File: config.mk
export PLATFORM = sky130hd
export DESIGN_NAME = bdir_predictor
export DESIGN_NICKNAME = d
export VERILOG_FILES = /design/src/rtl/bdp_pkg.sv /design/src/rtl/bdp_sat_ctr.sv /design/src/rtl/bdp_table.sv /design/src/rtl/bdp_decide.sv /design/src/rtl/bdir_predictor.sv
export SDC_FILE = /design/constraint.sdc
export NUM_CORES = 1
export LEC_CHECK = 0
export BUFFER_PORTS_ARGS = -buffer_cell sky130_fd_sc_hd__buf_2
export CAP_MARGIN = 20
export CORE_ASPECT_RATIO = 0.8
export CORE_MARGIN = 2
export CORE_UTILIZATION = 57
export DETAILED_ROUTE_END_ITERATION = 8
export PLACE_DENSITY_LB_ADDON = 0.3
export REMOVE_ABC_BUFFERS = 1
export SYNTH_ARGS = -nofsm -noshare
export SYNTH_HDL_FRONTEND = slang
export SYNTH_SLANG_ARGS = --single-unit
File: constraint.sdc
create_clock -name clk -period 2.7 [get_ports clk]
set_input_delay 0.27 -clock clk [delete_from_list [all_inputs] [get_ports clk]]
set_output_delay 0.27 -clock clk [all_outputs]
set_load 0.03 [all_outputs]
File: src/rtl/bdp_pkg.sv
package bdp_pkg;

    // Classification of one lookup request
    typedef enum logic [1:0] {
        LK_IDLE   = 2'd0,
        LK_STALL  = 2'd1,
        LK_PLAIN  = 2'd2,
        LK_BRANCH = 2'd3
    } lk_kind_e;

endpackage

File: src/rtl/bdp_sat_ctr.sv
module bdp_sat_ctr #(
    parameter int CTR_W = 2
) (
    input  logic             hit,
    input  logic             taken,
    input  logic [CTR_W-1:0] cur,
    output logic [CTR_W-1:0] nxt
);
    localparam logic [CTR_W-1:0] MAXV   = '1;
    localparam logic [CTR_W-1:0] ONE    = CTR_W'(1);
    localparam logic [CTR_W-1:0] HALF   = ONE << (CTR_W - 1);
    localparam logic [CTR_W-1:0] HALF_M = HALF - ONE;

    always_comb begin
        if (!hit) begin
            nxt = taken ? HALF : HALF_M;
        end else if (taken) begin
            nxt = (cur == MAXV) ? cur : cur + ONE;
        end else begin
            nxt = (cur == '0) ? cur : cur - ONE;
        end
    end
endmodule

File: src/rtl/bdp_table.sv
module bdp_table #(
    parameter int ADDR_W  = 32,
    parameter int CTR_W   = 2,
    parameter int ENTRIES = 16
) (
    input  logic              clk,
    input  logic              rst_n,
    input  logic [ADDR_W-1:0] rd_addr,
    output logic              rd_hit,
    output logic [CTR_W-1:0]  rd_ctr,
    input  logic              wr_valid,
    input  logic [ADDR_W-1:0] wr_addr,
    input  logic              wr_taken
);
    localparam int IDX_W = $clog2(ENTRIES);
    localparam int TAG_W = ADDR_W - IDX_W - 2;

    typedef struct packed {
        logic             vld;
        logic [TAG_W-1:0] tag;
        logic [CTR_W-1:0] ctr;
    } ent_t;

    ent_t ent_view [ENTRIES];

    logic [IDX_W-1:0] wr_idx;
    logic [TAG_W-1:0] wr_tag;
    logic [IDX_W-1:0] rd_idx;
    logic [TAG_W-1:0] rd_tag;

    assign wr_idx = wr_addr[IDX_W+1:2];
    assign wr_tag = wr_addr[ADDR_W-1:IDX_W+2];
    assign rd_idx = rd_addr[IDX_W+1:2];
    assign rd_tag = rd_addr[ADDR_W-1:IDX_W+2];

    for (genvar g = 0; g < ENTRIES; g++) begin : gen_ent
        ent_t             ent_d;
        ent_t             ent_q;
        logic             wr_hit;
        logic [CTR_W-1:0] ctr_nxt;

        assign wr_hit = ent_q.vld && (ent_q.tag == wr_tag);

        bdp_sat_ctr #(.CTR_W(CTR_W)) u_ctr (
            .hit   (wr_hit),
            .taken (wr_taken),
            .cur   (ent_q.ctr),
            .nxt   (ctr_nxt)
        );

        always_comb begin
            ent_d = ent_q;
            if (wr_valid && (wr_idx == IDX_W'(g))) begin
                ent_d.vld = 1'b1;
                ent_d.tag = wr_tag;
                ent_d.ctr = ctr_nxt;
            end
        end

        always_ff @(posedge clk or negedge rst_n) begin
            if (!rst_n) begin
                ent_q <= '0;
            end else begin
                ent_q <= ent_d;
            end
        end

        assign ent_view[g] = ent_q;
    end

    always_comb begin
        rd_hit = ent_view[rd_idx].vld && (ent_view[rd_idx].tag == rd_tag);
        rd_ctr = ent_view[rd_idx].ctr;
    end
endmodule

File: src/rtl/bdp_decide.sv
module bdp_decide
    import bdp_pkg::*;
#(
    parameter int ADDR_W = 32,
    parameter int CTR_W  = 2
) (
    input  logic              lk_valid,
    input  logic              lk_is_branch,
    input  logic              lk_no_predict,
    input  logic              lk_force_stall,
    input  logic [ADDR_W-1:0] lk_addr,
    input  logic [ADDR_W-1:0] lk_target,
    input  logic              hit,
    input  logic [CTR_W-1:0]  ctr,
    output logic              nxt_valid,
    output logic              nxt_taken,
    output logic              nxt_stall,
    output logic [ADDR_W-1:0] nxt_addr
);
    lk_kind_e          kind;
    logic              guess;
    logic [ADDR_W-1:0] fall_addr;

    assign fall_addr = lk_addr + ADDR_W'(4);
    // At or above half of the state count is exactly "MSB set"
    assign guess     = hit && ctr[CTR_W-1];

    always_comb begin
        if (!lk_valid) begin
            kind = LK_IDLE;
        end else if (lk_force_stall || (lk_is_branch && lk_no_predict)) begin
            kind = LK_STALL;
        end else if (lk_is_branch) begin
            kind = LK_BRANCH;
        end else begin
            kind = LK_PLAIN;
        end
    end

    always_comb begin
        nxt_valid = 1'b0;
        nxt_taken = 1'b0;
        nxt_stall = 1'b0;
        nxt_addr  = '0;
        unique case (kind)
            LK_IDLE:  ;
            LK_STALL: nxt_stall = 1'b1;
            LK_PLAIN: nxt_addr  = fall_addr;
            LK_BRANCH: begin
                nxt_valid = 1'b1;
                nxt_taken = guess;
                nxt_addr  = guess ? (lk_addr + lk_target) : fall_addr;
            end
            default: ;
        endcase
    end
endmodule

File: src/rtl/bdir_predictor.sv
module bdir_predictor #(
    parameter int ADDR_W  = 32,
    parameter int CTR_W   = 2,
    parameter int ENTRIES = 16
) (
    input  logic              clk,
    input  logic              rst_n,
    input  logic              lk_valid,
    input  logic [ADDR_W-1:0] lk_addr,
    input  logic              lk_is_branch,
    input  logic              lk_no_predict,
    input  logic              lk_force_stall,
    input  logic [ADDR_W-1:0] lk_target,
    input  logic              upd_valid,
    input  logic [ADDR_W-1:0] upd_addr,
    input  logic              upd_taken,
    output logic              pred_valid,
    output logic              pred_taken,
    output logic              pred_stall,
    output logic [ADDR_W-1:0] pred_addr
);
    typedef struct packed {
        logic              valid;
        logic              taken;
        logic              stall;
        logic [ADDR_W-1:0] addr;
    } out_t;

    out_t             out_d;
    out_t             out_q;
    logic             tbl_hit;
    logic [CTR_W-1:0] tbl_ctr;

    bdp_table #(
        .ADDR_W  (ADDR_W),
        .CTR_W   (CTR_W),
        .ENTRIES (ENTRIES)
    ) u_table (
        .clk      (clk),
        .rst_n    (rst_n),
        .rd_addr  (lk_addr),
        .rd_hit   (tbl_hit),
        .rd_ctr   (tbl_ctr),
        .wr_valid (upd_valid),
        .wr_addr  (upd_addr),
        .wr_taken (upd_taken)
    );

    bdp_decide #(
        .ADDR_W (ADDR_W),
        .CTR_W  (CTR_W)
    ) u_decide (
        .lk_valid       (lk_valid),
        .lk_is_branch   (lk_is_branch),
        .lk_no_predict  (lk_no_predict),
        .lk_force_stall (lk_force_stall),
        .lk_addr        (lk_addr),
        .lk_target      (lk_target),
        .hit            (tbl_hit),
        .ctr            (tbl_ctr),
        .nxt_valid      (out_d.valid),
        .nxt_taken      (out_d.taken),
        .nxt_stall      (out_d.stall),
        .nxt_addr       (out_d.addr)
    );

    always_ff @(posedge clk or negedge rst_n) begin
        if (!rst_n) begin
            out_q <= '0;
        end else begin
            out_q <= out_d;
        end
    end

    assign pred_valid = out_q.valid;
    assign pred_taken = out_q.taken;
    assign pred_stall = out_q.stall;
    assign pred_addr  = out_q.addr;
endmodule

==> impl_metrics.toml <==
[status]
status = "complete, but fails checks"
violations = "negative setup slack"

[flow_run]
maxCapViolCount = 0

[global_route]
grt_pass1_vias = 26518
grt_pass1_wl_um = 173000
grt_antenna_before_repair = 6
overflow = 0
grt_usage = 0.423
grt_max_degree = 97

[sta]
rsz0062_at_grt = "true"
final.min_clock_period_ns = 3.20
post-route-period-util = 1.18
holdWs_ns = 0.0534
tns_ns = -12.74
worst_pin_slew_ns = 1.07
maxSlewHeadroom = 0.285
final_hold_viol_count = 0
max_freq_mhz = 313
fin_skew_ns = 0.0240
setup_slack_ns = -0.499
slew_violations = 0
finalSetupViolCount = 33

[synth]
netlist_instances = 2827
synth-warning-count = 0
ys_seq_elements = 499
avgSynthCellArea_um2 = 10.8
synth_edf_count = 0
syn-cell-area_um2 = 30600
synthArstFlopShare = 1.00
synth-seq-area-share = 0.409
synth_ff_type = "dfrtp_1"
netlist-cell-type-count = 74

[cts]
cts_buffer_depth = 3
ctsRootBufferMaster = "clkbuf_16"
clock_latency_ns = 0.63
cts_buffers = 53
clkTransAtPathRegs_ns = 0.07
cts_tree = "built"
cts.sinks = 499
cts_max_level = 2

[worst_setup_path]
rr_worst_depth = 11
critPathKind = "flip-flop to flip-flop"
reg2reg_from = "u_table.ent_view[193]"
setup.worst_path.end_class = "flip-flop"
reg2reg_to = "pred_addr[27]"
start_kind = "flip-flop"
arrival_ns = 3.70
worstPathRequired_ns = 3.20
r2r_slack_ns = -0.50
crit_fanout = 18

[floorplan]
die_h_um = 211
ioPinCount = 139
fp.dieW_um = 263
core.rowCount = 75
coreArea_um2 = 52700
start_util = 0.579
design.die.area_um2 = 55500

[layout]
mostFrequentLayoutCells = "buf_4 (672), dfrtp_1 (499), mux2_2 (349)"
nFillCells = 3713
final_util = 0.737
multiInputGateArea_um2 = 17100
areaGrowthSynthToFinish_pct = 27.3
layout-drive-gt1-share = 0.398
nets = 3636
regArea_um2 = 12500
stdcell_count = 4241
fin_area_um2 = 38900
final_common_cell = "buf_4"

[route]
drt_first_iter_violations = 3191
drtAntennaViolNets = 0
first_pass_iters = 6
via_per_inst = 6.28
route.detailed.drc = 0
wire_per_inst_um = 27.6
via_count = 26629
routed_wl_um = 117000

[pwr]
power.density_nw_per_um2 = 716
peakVddDrop_mv = 0.629
power_mw = 27.8
leakage_nw = 17.7

[worst_hold_path]
min_from = "lk_target[31]"
min_path_cells = 4
min_to = "pred_addr[31]"
hold_path.class = "input pin to flip-flop"

[placed_design]
dpl.cell_count = 4129
io_buffers = 136
dp_slack_ns = -1.01
dp_hpwl_um = 88800
gp_congestion = 1.03
postPlaceCellArea_um2 = 37000
worst max-delay path, stage by stage (launching register included):
cell,delay [ns]
dfrtp_1,0.39
mux2i_1,0.10
a22o_1,0.30
a221oi_1,0.76
xnor2_1,0.20
a31oi_1,0.10
a21oi_1,0.26
and4_1,0.30
buf_12,0.15
o21ai_4,0.07
buf_12,0.18
a32o_1,0.23
sequential cells by signal, summed over array words and instances (netlist names):
signal	count
pred_stall	1
u_table.ent_view	464
pred_addr	32
pred_taken	1
pred_valid	1
cells in the mapped netlist, types with 8 or more instances:
cell	n	area (um2)
or3_1	14	87.6
a221oi_1	11	96.3
buf_2	23	115
nand3_1	42	210
a22oi_1	18	135
a22o_1	10	87.6
nor2b_1	9	56.3
o2bb2ai_2	9	135
a21o_1	8	60.1
nand2b_1	18	113
or2_2	10	62.6
nor4_1	53	332
clkbuf_1	161	604
mux2_2	349	3930
inv_1	24	90.1
nor3b_1	15	113
dfrtp_1	499	12500
xor2_1	204	1790
a211o_1	13	114
buf_1	38	143
nor3_1	46	230
nand2_1	316	1190
ha_1	32	400
a31oi_1	20	125
mux4_2	75	1690
nand4_1	100	626
o21ai_0	33	165
a21oi_1	86	430
xnor2_1	292	2560
nor2_1	66	248
mux2i_1	108	1080
o2bb2ai_1	11	96.3
cells by family (layout without fill, tap and decap cells):
kind of cell               Yosys count  count (layout)  synth area share
adders and majority gates           33              33            0.0138
other                                0               6                 0
DFF                                499             499             0.409
and+or+nand+nor                    727             727             0.117
xor gates and xnor gates           496             496             0.142
muxes                              532             532             0.219
AOI/OAI and AO/OA                  279             279            0.0635
buffers and inverters              261             976            0.0357
worst max path at each step:
| stage | start | end | slack [ns] | cells past startpoint |
|---|---|---|---|---|
| floorplan | upd_addr[5] | u_table.ent_view[436] | -0.73 | 5 |
| global placement | lk_addr[3] | pred_addr[27] | -0.96 | 13 |
| detailed placement | lk_addr[3] | pred_addr[27] | -1.01 | 13 |
| CTS | u_table.ent_view[109] | pred_addr[27] | -0.48 | 11 |
| global route | u_table.ent_view[109] | pred_addr[27] | -0.56 | 11 |
| finish | u_table.ent_view[193] | pred_addr[27] | -0.50 | 11 |
cell type report:
type | count | share of cell area
Clock buffer | 75 | 0.0388
Antenna cell | 6 | 0.000386
Clock inverter | 23 | 0.00640
Timing Repair Buffer | 853 | 0.170
Multi-Input combinational cell | 2067 | 0.439
Sequential cell | 499 | 0.321
Inverter | 25 | 0.00241
Tap cell | 693 | 0.0223
per-layer routing:
metal	share of wire	vias to the layer above	routed length, um	global-route usage
li1	-	11392	-	-
met1	0.40	13357	47400	0.584
met2	0.43	1541	50900	0.632
met3	0.11	337	12900	0.105
met4	0.052	2	6070	0.193
met5	0.00011	-	13	0
what timing repair did:
| action | in CTS | in global routing |
|---|---|---|
| hold buffers | 7 | 0 |
| resized for setup | 3 | 4 |
| pin swaps | 1 | 0 |
| setup buffers | 1 | 0 |
| setup endpoints to repair | 34 | 33 |
| hold endpoints to repair | 49 | 0 |
power by group:
group | switching (mW) | internal, mW
Combinational | 4.63 | 5.08
Sequential | 1.43 | 9.08
Clock | 3.32 | 4.29
Total | 9.39 | 18.5
(Power assumes the default switching activity.)
